--- src/rtl/nand_xfer_seq.sv ---
module nand_xfer_seq #(
  parameter int LO_CYC = 2,
  parameter int HI_CYC = 2
) (
  input  logic        clk,
  input  logic        rst_n,
  input  logic        soft_rst,
  input  logic        ctl_we,
  input  logic [12:0] ctl_wdata,
  output logic [12:0] ctl_rdata,
  input  logic        dreg_we,
  input  logic [15:0] dreg_wdata,
  output logic [15:0] dreg_rdata,
  input  logic        buf_we,
  input  logic        buf_re,
  input  logic [4:0]  buf_addr,
  input  logic [7:0]  buf_wdata,
  output logic [7:0]  buf_rdata,
  input  logic        irq_en,
  input  logic        irq_clr,
  output logic        irq,
  input  logic [7:0]  nf_io_in,
  output logic [7:0]  nf_io_out,
  output logic        nf_io_oe,
  output logic        nf_re_n,
  output logic        nf_we_n
);
  localparam int PTR_W = 5;
  localparam int CNT_W = 5;
  localparam int DEPTH = 1 << PTR_W;
  localparam int TW = $clog2(LO_CYC + HI_CYC) + 1;

  logic             busy, ph, use_buf, dir, irq_q;
  logic [TW-1:0]    tmr;
  logic [CNT_W-1:0] cnt;
  logic [PTR_W-1:0] ptr;
  logic [15:0]      dreg;
  logic [7:0]       brd;
  logic [7:0]       mem [DEPTH];

  wire lo_end = !ph && tmr == TW'(LO_CYC - 1);
  wire hi_end = ph && tmr == TW'(HI_CYC - 1);
  wire last   = busy && hi_end && cnt == '0 && !soft_rst;
  wire cap    = busy && lo_end && dir && !soft_rst;

  always_ff @(posedge clk or negedge rst_n) begin
    if (!rst_n) begin
      busy <= 1'b0; ph <= 1'b0; tmr <= '0; cnt <= '0;
      ptr <= '0; use_buf <= 1'b0; dir <= 1'b0;
    end else if (soft_rst) begin
      busy <= 1'b0; ph <= 1'b0; tmr <= '0;
    end else if (busy) begin
      if (lo_end) begin
        ph <= 1'b1; tmr <= '0;
      end else if (hi_end) begin
        ph <= 1'b0; tmr <= '0; ptr <= ptr + 1'b1;
        if (cnt == '0) busy <= 1'b0;
        else cnt <= cnt - 1'b1;
      end else begin
        tmr <= tmr + 1'b1;
      end
    end else if (ctl_we) begin
      cnt     <= ctl_wdata[12:8];
      use_buf <= ctl_wdata[7];
      ptr     <= ctl_wdata[6:2];
      busy    <= ctl_wdata[1];
      dir     <= ctl_wdata[0];
      ph      <= 1'b0;
      tmr     <= '0;
    end
  end

  always_ff @(posedge clk) begin
    if (cap && use_buf) mem[ptr] <= nf_io_in;
    else if (!busy && buf_we) mem[buf_addr] <= buf_wdata;
  end

  always_ff @(posedge clk or negedge rst_n) begin
    if (!rst_n) dreg <= '0;
    else if (cap && !use_buf) dreg <= {dreg[7:0], nf_io_in};
    else if (!busy && dreg_we) dreg <= dreg_wdata;
  end

  always_ff @(posedge clk or negedge rst_n) begin
    if (!rst_n) brd <= '0;
    else if (buf_re) brd <= mem[buf_addr];
  end

  always_ff @(posedge clk or negedge rst_n) begin
    if (!rst_n) irq_q <= 1'b0;
    else if (last && irq_en) irq_q <= 1'b1;
    else if (irq_clr) irq_q <= 1'b0;
  end

  assign ctl_rdata  = {cnt, use_buf, ptr, busy, dir};
  assign dreg_rdata = dreg;
  assign buf_rdata  = brd;
  assign irq        = irq_q;
  assign nf_re_n    = !(busy && dir && !ph);
  assign nf_we_n    = !(busy && !dir && !ph);
  assign nf_io_oe   = busy && !dir;
  assign nf_io_out  = use_buf ? mem[ptr] : dreg[7:0];
endmodule


--- config.mk ---
export PLATFORM = sky130hd
export DESIGN_NAME = nand_xfer_seq
export DESIGN_NICKNAME = d
export VERILOG_FILES = /design/src/rtl/nand_xfer_seq.sv
export SDC_FILE = /design/constraint.sdc
export NUM_CORES = 1
export LEC_CHECK = 0
export ABC_AREA = 1
export BUFFER_PORTS_ARGS = -buffer_cell sky130_fd_sc_hd__buf_4
export CORE_ASPECT_RATIO = 1.4
export CORE_UTILIZATION = 45
export DETAILED_ROUTE_END_ITERATION = 16
export SYNTH_ARGS = -nofsm -noshare
export SYNTH_HDL_FRONTEND = slang
export SYNTH_SLANG_ARGS = --single-unit
export TNS_END_PERCENT = 10
--- constraint.sdc ---
create_clock -name clk -period 3.2 [get_ports clk]
set_input_delay 0.64 -clock clk [delete_from_list [all_inputs] [get_ports clk]]
set_output_delay 0.64 -clock clk [all_outputs]
set_load 0.02 [all_outputs]
==> Word level (Yosys, flattened, before mapping) <==
Memories as Yosys holds them, arrays and structs flattened. A register that Yosys moved wholly into a read port is not among the register bits.
Index checks and enable logic that the tools add are counted.
{ "word_totals": {"reg_bits": 34, "latchBits": 0, "ram_bits": 256, "rom_bits": 0, "in_bits": 59, "out_inout_bits": 49, "elab_cells": 93, "n_memories": 1} }
{ "op_classes": {"add_sub_neg": 3, "mul": 0, "div": 0, "n_lt_le_gt_ge": 0, "n_eq_ne": 5, "n_shift": 0, "n_mux": 38, "n_bitwise": 2, "n_reduce_logical": 35} }
{ "memory_table": {"columns": ["name", "depth", "word_bits", "rd", "rd_ports_with_merged_regs", "write_ports", "line", "source"], "rows": [
  ["mem", 32, 8, 2, 1, 1, "39", "logic [7:0] mem [DEPTH];"]
]} }
{ "op_table": {"columns": ["op", "n"], "rows": [
  ["$mux 5", 10],
  ["$mux 16", 2],
  ["$mux 1", 19],
  ["$logic_and 1x1->1", 17],
  ["$mux 8", 2],
  ["$mux 3", 5],
  ["$logic_not 1->1", 8],
  ["$reduce_or 8->1", 1],
  ["$reduce_bool 2->1", 3],
  ["$add 5x1->5 const B", 1],
  ["$logic_not 5->1", 1],
  ["$reduce_and 5->1", 1],
  ["$sub 5x1->5 const B", 1],
  ["$ne 2x2->1 const B", 2],
  ["$ne 4x2->1 const B", 1],
  ["$reduce_and 4->1", 1],
  ["$add 3x1->3 const B", 1],
  ["$eq 3x1->1 const B", 1],
  ["$reduce_and 3->1", 1],
  ["$reduce_bool 3->1", 1],
  ["$ne 2x1->1 const B", 1],
  ["$not 1->1", 2],
  ["$reduce_and 2->1", 1]
]} }

==> Logic depth before layout (Yosys ltp) <==
Gate-level depths: netlist of run 1.
{ "logic_depth": {"word_depth": 10, "mapped_depth": 12, "ltp_nobuf": 10} }

==> Worst setup path before layout of run 1 <==
Ideal clock, no wire load.
{ "synth_path": {"kind": "register -> output", "startpoint": "register ptr[1]", "endpoint": "output port nf_io_out[4]", "arrival_time_ns": 1.550, "required_time_ns": 2.560, "slack_ns": 1.010, "stages_incl_launch_ff": 10, "n_path_buf": 3, "path_cell_list": "dfrtp_1 > buf_2 > buf_2 > buf_2 > o21ai_0 > o21ai_0 > a21oi_1 > nand2_1 > nand3_1 > nand2_1"} }
{ "synth_between": {"elab_chain_cells": 2} }
{ "synth_lines": {"columns": ["element", "line", "source"], "rows": [
  ["start: declaration", "36", "logic [PTR_W-1:0] ptr;"],
  ["start signal: assignment", "65", "ptr <= ctl_wdata[6:2];"],
  ["$mem_v2 32x8", null, null],
  ["$mux 8", "102", "assign nf_io_out = use_buf ? mem[ptr] : dreg[7:0];"],
  ["end: declaration", "23", "output logic [7:0] nf_io_out,"]
]} }
No other way between the ends.

==> Final worst setup path of run 1 <==
{ "layout_path": {"startpoint": "register ptr[0]", "endpoint": "output port nf_io_out[1]"} }
Same word-level chain as after synthesis.

==> results of run 1 <==
==> cells by family after synthesis <==
logic type	Yosys count	synth area share [%]
xor gates and xnor gates	3	0.1722
adders and majority gates	5	0.4098
AOI/OAI and AO/OA	143	4.910
DFF	298	57.25
and+or+nand+nor	1161	31.79
buffers and inverters	160	4.812
muxes	9	0.6640
==> cells in the final DEF, fill, tap and decap left out, drive strengths merged, types with 16 or more instances in the layout <==
| master | count |
|---|---|
| nand2 | 624 |
| nand3 | 339 |
| edfxtp | 256 |
| nor2 | 191 |
| buf | 174 |
| o21ai | 103 |
| inv | 43 |
| dfrtp | 42 |
| clkbuf | 36 |
| a21oi | 30 |
| clkinv | 16 |
==> through the flow <==
stage          instance area [um2]  setup TNS (ns)
3_5_place_dp                 16670               0
6_report                     17760               0
3_3_place_gp                 16670               0
4_1_cts                      17670               0
2_1_floorplan                15260               0
5_1_grt                      17760         -0.2651
==> cell type report <==
class / count / area [um2]
Fill cell: 3048 / 15550
Sequential cell: 298 / 8743
Multi-Input combinational cell: 1321 / 5826
Timing Repair Buffer: 177 / 1515
Clock buffer: 34 / 754.5
Tap cell: 445 / 556.8
Clock inverter: 20 / 196.4
Inverter: 44 / 172.7
==> where the power goes <==
part | total, uW | internal (uW) | switching (uW)
Sequential | 4500 | 4390 | 105
Clock | 3500 | 1940 | 1560
Combinational | 2510 | 801 | 1710
Total | 10500 | 7140 | 3380
==> registers in the layout, indices dropped and copies added (netlist names) <==
| register | cells |
|---|---|
| dreg_rdata | 16 |
| busy | 1 |
| use_buf | 1 |
| tmr | 3 |
| ptr | 5 |
| mem | 256 |
| buf_rdata | 8 |
| cnt | 5 |
| ph | 1 |
| dir | 1 |
| irq | 1 |
==> per-layer routing <==
layer  GRT usage, %  part of all wire, %  vias to the layer above
li1               -                    -                     6185
met1          36.26                   38                     6291
met2          50.44                   49                      666
met3          3.874                  8.0                      123
met4          16.60                  5.1                        0
met5              0                    0                        -
==> Yosys cell counts <==
library cell  number  share of area [%]
clkbuf_1          33               0.81
nand4_1            1              0.041
nor2_4             2               0.15
o21ai_2            1              0.057
nor2_1           188                4.6
nand3_1          334                 11
nor3b_2            1              0.082
mux2_2             9               0.66
ha_1               5               0.41
inv_2              8               0.20
nor2_2             1              0.041
edfxtp_1         256                 50
inv_4              1              0.041
nand3_2            5               0.33
xor2_1             2               0.11
buf_6              3               0.22
clkinv_1           2              0.049
o22ai_1            5               0.20
buf_2             63                2.1
a32oi_1            1              0.057
o211ai_1           3               0.15
inv_1             33               0.81
buf_1              9               0.22
buf_4              8               0.39
o21ai_4            1               0.11
a21oi_1           30               0.98
nor3_1             4               0.13
nand2_2            3               0.12
xnor2_1            1              0.057
nand3b_1           1              0.049
dfrtp_1           42                6.9
o21ai_1            8               0.26
nand2_1          621                 15
o21ai_0           93                3.0
a31oi_1            1              0.041
==> critical path, cell delays in order, from the launching register on <==
cell and delay, ns:
dfrtp_4 0.53, buf_16 0.23, o21ai_0 0.24, o21ai_0 0.14
a21oi_2 0.26, nand2_1 0.14, nand3_1 0.11, nand2_1 0.06
buf_4 0.15
==> worst max path at each step <==
stage               startpoint      endpoint  slack [ns]  cells after the start
global route            ptr[0]  nf_io_out[3]       -0.05                     10
detailed placement      ptr[0]  nf_io_out[4]        0.54                     12
finish                  ptr[0]  nf_io_out[1]        0.03                      8
CTS                     ptr[0]  nf_io_out[3]       0.008                     11
global placement        ptr[0]  nf_io_out[4]        0.56                     12
floorplan               ptr[1]  nf_io_out[4]        1.01                      9
==> timing repair <==
action / CTS / global route
gates resized for setup: 4 / 11
endpoints found under the setup margin: 4 / 7
cloned: 1 / 2
==> qor.csv, run 1 <==
stage;metric;value;unit
clock_network;cts_buffers;29;
drt;totalWireLength;49960;um
placement;numPortBuffers;107;
timing;tightest_slew;0.8549;ns
timing;drv_slew;0;
clock_network;clock_tree.root_cell;clkbuf_16;
timing;hold_viol;0;
global_route;gr-total-overflow;0;
clock_network;holdBufCountCts;0;
clock_network;clkTransAtPathRegs;0.07;ns
placement;dp_cells;2282;
synthesis;netlist_instances;1779;
drt;drc;0;
critical_path;cp_max_fo;85;
clock_network;htreeDepth;1;
critical_path;start_kind;register;
synthesis;synth_fp_nets;1843;
timing;finalCritPeriodShare;99.20;%
timing;relSlewSlack;43.01;%
global_route;antenna_found_initial;0;
timing;period_minus_slack;3.174;ns
die;ios;108;
power;leakage;0.007226;uW
run_status;outcome;completed;
drt;ant_nets;0;
power;peakVddDrop;0.5010;mV
timing;holdWs;0.08699;ns
drt;initialDrtViolationCount;1119;
finish;layout.nets;1935;
clock_network;cts_buffer_depth;3;
global_route;grt_pass1_vias;13250;
drt;drtPass1Iterations;5;
die;initial_core_util;45.83;%
synthesis;syn_area_per_cell;8.580;um2
drt;wl_per_cell;21.36;um
timing;finalWorstSetupSlack;0.02553;ns
min_path;min_path_type;input port to asynchronous set/reset pin;
clock_network;tritoncts;built;
synthesis;synth_warnings;0;
drt;via_count;13270;
critical_path;end_kind;output port;
die;die-area;34670;um2
timing;fmax;315.0;MHz
global_route;grt_max_degree;86;
finish;num_antenna_cells;0;
synthesis;synth_area;15260;um2
critical_path;r2r_end;mem[9][5];
synthesis;ys_types;35;
critical_path;rrSetupSlack;0.70;ns
placement;place.gp.congestion;0.8849;
synthesis;synth_seq_cells;298;
global_route;grt_pass1_wl;76470;um
power;fin_total_pwr;10510;uW
global_route;grt_usage;29.70;%
finish;fin_cells;2339;
placement;dp_hpwl;31370;um
clock_network;postCtsSetupBuffers;0;
critical_path;arrival;2.53;ns
timing;clock_skew;0.02066;ns
placement;place_ws;0.5420;ns
clock_network;clkLatencyLatePin;0.58;ns
job;max_cap_viol_count;0;
die;num_rows;79;
clock_network;clkSinkCount;298;
die;core;33310;um2
finish;final_util;53.33;%
timing;setup_viol;0;
finish;areaGrowthSynthToFinish;16.38;%
synthesis;ys_seq_area_share;57.25;%
die;dieWidth;157.7;um
timing;rsz0062_at_grt;yes;
critical_path;required;2.56;ns
critical_path;criticalPathCategory;register to output port;
finish;drive_above_1_share;14.15;%
critical_path;r2r_start;busy;
die;fp.dieH;219.9;um
critical_path;worstRegToRegCells;6;
drt;avgViaCountPerCell;5.671;
power;powerDensity;591.8;nW/um2
(Power assumes the default switching activity.)
==> run 2: changes to the inputs <==
==> constraint.sdc (replaced) <==
create_clock -name clk -period 3.2 [get_ports clk]
set_input_delay 0.8 -clock clk [delete_from_list [all_inputs] [get_ports clk]]
set_output_delay 0.8 -clock clk [all_outputs]
set_load 0.02 [all_outputs]
==> run 2 against run 1 <==
Combinational power increased by 14%; the run now ends with negative setup slack left; power grew 4.0%; clock power grew 2%; sequential share of layout area fell by 1.9 points; wire length is 0.93% higher; final cell count up 0.90%; critical endpoint is now nf_io_out[0]; count of clock-buffer cells in the layout is 3 higher; maximum frequency fell by 3.2%; clock skew shrank 0.0048 ns; critical path depth rose by 1; critical path type unchanged; largest cell class unchanged; sequential power about the same; die area unchanged.
==> qor.csv, run 2 (synthesis gave the netlist of run 1 again) <==
stage;metric;value;unit
clock_network;clkLatencyLatePin;0.56;ns
placement;dp_hpwl;31610;um
die;initial_core_util;45.83;%
finish;largest_reg_flops;256;
critical_path;start_kind;register;
critical_path;criticalPathCategory;register to output port;
finish;final_util;55.51;%
finish;layout.nets;1957;
drt;ant_nets;0;
min_path;min_path_type;input port to asynchronous set/reset pin;
die;dieWidth;157.7;um
finish;largest_register;mem;
clock_network;clock_tree.root_cell;clkbuf_16;
drt;via_count;13410;
global_route;grt_max_degree;100;
run_status;outcome;finished, violations left;
critical_path;worstPathCellList;clkinv_8 -> buf_16 -> o21ai_0 -> a21oi_2 -> nor2_4 -> nand2_2 -> nand3_1 -> nand2_1 -> buf_4;
power;peakVddDrop;0.5749;mV
critical_path;rrSetupSlack;0.77;ns
timing;clock_skew;0.01586;ns
placement;numPortBuffers;107;
critical_path;critical-path-max-stage-delay;0.56;ns
clock_network;cts_buffer_depth;3;
drt;wl_per_cell;21.36;um
critical_path;arrival;2.48;ns
timing;fmax;305.0;MHz
die;ios;108;
die;fp.dieH;219.9;um
global_route;gr-total-overflow;0;
clock_network;holdBufCountCts;0;
die;num_rows;79;
drt;totalWireLength;50420;um
finish;final_cell_mix;604 x nand2_1, 321 x nand3_1, 256 x edfxtp_1, 177 x nor2_1, 162 x buf_4;
clock_network;htreeDepth;1;
drt;avgViaCountPerCell;5.682;
clock_network;clkTransAtPathRegs;0.07;ns
critical_path;end_kind;output port;
global_route;grt_usage;29.06;%
finish;final_area;18490;um2
finish;areaGrowthSynthToFinish;21.14;%
global_route;grt_pass1_vias;12800;
finish;final_common_cell;nand2_1;
critical_path;cp_max_fo;32;
die;core;33310;um2
timing;relSlewSlack;49.39;%
finish;fillers;2956;
critical_path;cp_slowest_cell;dfrtp_4;
placement;placed_cell_area;16760;um2
timing;finalCritPeriodShare;102.5;%
timing;period_minus_slack;3.279;ns
critical_path;required;2.40;ns
drt;initialDrtViolationCount;1221;
timing;setup_viol;5;
run_status;violations;negative setup slack;
timing;finalWorstSetupSlack;-0.07890;ns
timing;tightest_slew;0.7592;ns
finish;drive_above_1_share;17.75;%
die;die-area;34670;um2
clock_network;tritoncts;built;
timing;rsz0062_at_grt;yes;
drt;drtPass1Iterations;8;
job;max_cap_viol_count;0;
timing;drv_slew;0;
global_route;grt_pass1_wl;74570;um
drt;drc;0;
timing;hold_viol;0;
clock_network;cts_buffers;29;
global_route;antenna_found_initial;0;
finish;num_antenna_cells;0;
clock_network;clkSinkCount;298;
power;leakage;0.007495;uW
power;powerDensity;591.4;nW/um2
placement;place_ws;0.3773;ns
placement;place.gp.congestion;0.8959;
run 2: layout make-up:
| cell class | count | area [um2] | share of cell area (%) |
|---|---|---|---|
| sequential | 298 | 8743 | 47.28 |
| tap | 445 | 556.8 | 3.011 |
| timing repair buffer | 199 | 1993 | 10.78 |
| clock inverter | 16 | 173.9 | 0.9405 |
| multi-input combinational | 1321 | 6026 | 32.59 |
| clock buffer | 37 | 815.8 | 4.412 |
| inverter | 44 | 182.7 | 0.9879 |
run 2: worst paths after layout:
check,start,to,cells past startpoint
min in group clk,irq_clr,irq,2
hold / removal,rst_n,dreg_rdata[12],1
max in group asynchronous,rst_n,ptr[0],1
setup reg to reg,busy,mem[13][0],6
hold reg to reg,dreg_rdata[13],dreg_rdata[13],2
setup / recovery,ptr[0],nf_io_out[0],9
run 2: stage by stage:
| stage | instances | TNS [ns] | hold WS [ns] | total power (uW) |
|---|---|---|---|---|
| after detailed placement | 2289 | 0 | 0.4642 | 6978 |
| after floorplan | 1779 | 0 | 0.4912 | 6006 |
| after global routing | 2360 | -0.6763 | 0.2975 | 11330 |
| after global placement | 2289 | 0 | 0.4572 | 6965 |
| after CTS | 2345 | -0.03843 | 0.2666 | 10640 |
| final | 2360 | -0.1480 | 0.2578 | 10940 |
run 2: power by group:
group | switching [uW] | internal, uW
Combinational | 1840 | 1020
Clock | 1510 | 2050
Sequential | 120 | 4390
Total | 3480 | 7460
run 2: critical path, delay by kind of cell, from the launching register on:
| kind | cells | cell delay (ns) |
|---|---|---|
| buffers and inverters | 3 | 0.54 |
| AOI/OAI and AO/OA | 2 | 0.35 |
| DFF | 1 | 0.56 |
| and+or+nand+nor | 4 | 0.46 |
run 2: repair_timing:
action,4_1_cts,5_1_grt
pin swaps,1,26
gates cloned,3,11
buffers inserted,0,4
resized for setup,29,71
endpoints found under the setup margin,8,8
run 2: per-layer routing:
| metal | GRT usage, % | part of all wire (%) | up-vias |
|---|---|---|---|
| li1 | - | - | 6236 |
| met1 | 36.71 | 38 | 6370 |
| met2 | 49.63 | 50 | 674 |
| met3 | 3.186 | 7.6 | 129 |
| met4 | 13.46 | 4.4 | 0 |
| met5 | 0 | 0 | - |
==> run 3: changes to the inputs <==
--- a/config.mk
+++ b/config.mk
@@ -7,7 +7,9 @@
 export LEC_CHECK = 0
 export ABC_AREA = 1
 export BUFFER_PORTS_ARGS = -buffer_cell sky130_fd_sc_hd__buf_4
+export CAP_MARGIN = 20
 export CORE_ASPECT_RATIO = 1.4
+export CORE_MARGIN = 4
 export CORE_UTILIZATION = 45
 export DETAILED_ROUTE_END_ITERATION = 16
 export SYNTH_ARGS = -nofsm -noshare
==> run 3 against run 2 <==
The run still ends with negative setup slack left; global-route usage down 1.6 points; highest routed layer unchanged; register-to-register slack worse by 0.03 ns; die area increased by 6.6%; wire length up 0.33%; combinational power shrank 4%; flip-flop and latch count stayed put; sequential share of layout area is 1.1 points higher; critical path type unchanged; first-iteration DRC count grew 8.2%; power is 4.0% lower; worst setup slack better by 0.013 ns.
==> qor.csv, run 3 (synthesis gave the netlist of run 1 again) <==
stage;metric;value;unit
run_status;outcome;finished, violations left;
run_status;violations;negative setup slack;
finish;layout.nets;1946;
timing;setup_viol;6;
power;p_int;7129;uW
finish;final_util;54.12;%
die;dieWidth;163.7;um
finish;multi_input_area;5946;um2
finish;final_common_cell;nand2_1;
drt;wirelength_met1;19260;um
clock_network;clkTransAtPathRegs;0.06;ns
critical_path;end_kind;output port;
clock_network;holdBufCountCts;0;
power;leakage;0.007336;uW
timing;finalCritPeriodShare;102.1;%
drt;avgViaCountPerCell;5.694;
clock_network;clock_tree.root_cell;clkbuf_16;
clock_network;cts_buffers;29;
global_route;grt_max_degree;65;
global_route;gr-total-overflow;0;
placement;place_ws;0.4696;ns
placement;place.gp.congestion;0.8712;
die;die-area;36970;um2
timing;drv_slew;0;
finish;num_antenna_cells;0;
die;ios;108;
power;peakVddDrop;0.4484;mV
clock_network;htreeDepth;1;
die;core;33410;um2
power;p_seq_share;42.9;%
timing;relSlewSlack;48.82;%
drt;dr_wl_met3;4322;um
drt;ant_nets;0;
global_route;antenna_found_initial;0;
global_route;grt_pass1_wl;77370;um
finish;final_cell_mix;608 x nand2_1, 326 x nand3_1, 256 x edfxtp_1, 180 x nor2_1, 163 x buf_4;
finish;fillers;3092;
finish;register_area;8743;um2
finish;final_area;18080;um2
die;fp.dieH;225.9;um
power;netSwitchingFraction;32.13;%
power;p_comb_share;26.1;%
finish;largest_register;mem;
clock_network;tritoncts;built;
drt;initialDrtViolationCount;1321;
drt;via_count;13360;
power;fin_total_pwr;10500;uW
placement;dp_hpwl;31470;um
power;switching_power;3375;uW
drt;drc;0;
placement;numPortBuffers;107;
die;num_rows;79;
critical_path;start_kind;register;
placement;placed_cell_area;16760;um2
min_path;min_path_type;input port to asynchronous set/reset pin;
drt;wl_met2;24620;um
power;powerDensity;580.9;nW/um2
timing;period_minus_slack;3.266;ns
drt;drtPass1Iterations;6;
global_route;grt_pass1_vias;13250;
die;initial_core_util;45.69;%
clock_network;clkSinkCount;298;
critical_path;r2r_end;mem[16][4];
global_route;grt_usage;27.43;%
job;max_cap_viol_count;0;
drt;routed.top_layer;met4;
critical_path;arrival;2.47;ns
critical_path;required;2.40;ns
clock_network;clkLatencyLatePin;0.56;ns
finish;drive_above_1_share;15.93;%
timing;hold_viol;0;
drt;totalWireLength;50580;um
timing;fmax;306.2;MHz
critical_path;cp_max_fo;64;
timing;tightest_slew;0.7677;ns
timing;finalWorstSetupSlack;-0.06628;ns
clock_network;cts_buffer_depth;3;
timing;holdWs;0.2565;ns
critical_path;worstRegToRegCells;7;
finish;largest_reg_flops;256;
critical_path;rrSetupSlack;0.74;ns
critical_path;r2r_start;ptr[0];
drt;wl_per_cell;21.55;um
finish;areaGrowthSynthToFinish;18.45;%
timing;clock_skew;0.009926;ns
timing;rsz0062_at_grt;yes;
power;pwr-share-clk;31.0;%
critical_path;criticalPathCategory;register to output port;
-- run 3: changes by cell type in the layout (fill, tap and decap cells not counted), sizes merged --
| cell | change |
|---|---|
| bufinv | -3 |
| bufbuf | +1 |
| inv | +1 |
| clkinv | -3 |
| clkbuf | -1 |
| clkinvlp | -4 |
| buf | -4 |
-- run 3: timing repair --
action / in CTS / in global routing
buffers inserted: 2 / 0
pin swaps: 12 / 4
resized for setup: 49 / 22
cloned: 5 / 2
endpoints found under the setup margin: 8 / 8
endpoints found under the hold margin: 0 / 0
-- run 3: layout make-up --
class | instances | area share [%]
Clock buffer | 44 | 4.664
Clock inverter | 7 | 0.2076
Timing Repair Buffer | 188 | 9.799
Tap cell | 445 | 3.079
Inverter | 44 | 1.010
Multi-Input combinational cell | 1321 | 32.88
Sequential cell | 298 | 48.36
-- run 3: power by group through the flow --
| stage | Sequential, uW | Combinational (uW) | Clock, uW |
|---|---|---|---|
| final | 4510 | 2740 | 3260 |
| after global routing | 4520 | 2950 | 3450 |
| after detailed placement | 4580 | 2420 | 0 |
| after floorplan | 4620 | 1390 | 0 |
| after global placement | 4570 | 2400 | 0 |
| after CTS | 4510 | 2640 | 3290 |
-- run 3: critical path, stage by stage, from the launching register on --
cell,delay [ns]
dfrtp_4,0.56
buf_16,0.32
nor2_1,0.07
nor2_1,0.09
o21ai_0,0.09
nand3_1,0.11
nand3_1,0.09
nand2_1,0.12
nand3_1,0.15
nand2_1,0.14
buf_4,0.15
-- run 3: per-stage QoR --
step / std cells / setup TNS [ns]
global route: 2347 / -0.9993
floorplan: 1779 / 0
CTS: 2345 / -0.05523
detailed placement: 2287 / 0
global placement: 2287 / 0
finish: 2347 / -0.2428
-- run 3: worst max path at each step --
stage | from | endpoint | slack (ns) | cells after the start
5_1_grt | ptr[0] | nf_io_out[4] | -0.15 | 10
4_1_cts | ptr[0] | nf_io_out[2] | -0.03 | 10
3_5_place_dp | ptr[0] | nf_io_out[0] | 0.47 | 11
6_report | ptr[0] | nf_io_out[2] | -0.07 | 10
3_3_place_gp | ptr[0] | nf_io_out[0] | 0.48 | 11
2_1_floorplan | ptr[1] | nf_io_out[4] | 0.85 | 9
-- run 3: metal layers --
layer	track usage, %	up-vias
met2	46.16	718
met1	34.87	6286
li1	-	6205
met3	4.437	154
met4	12.29	0
met5	0	-
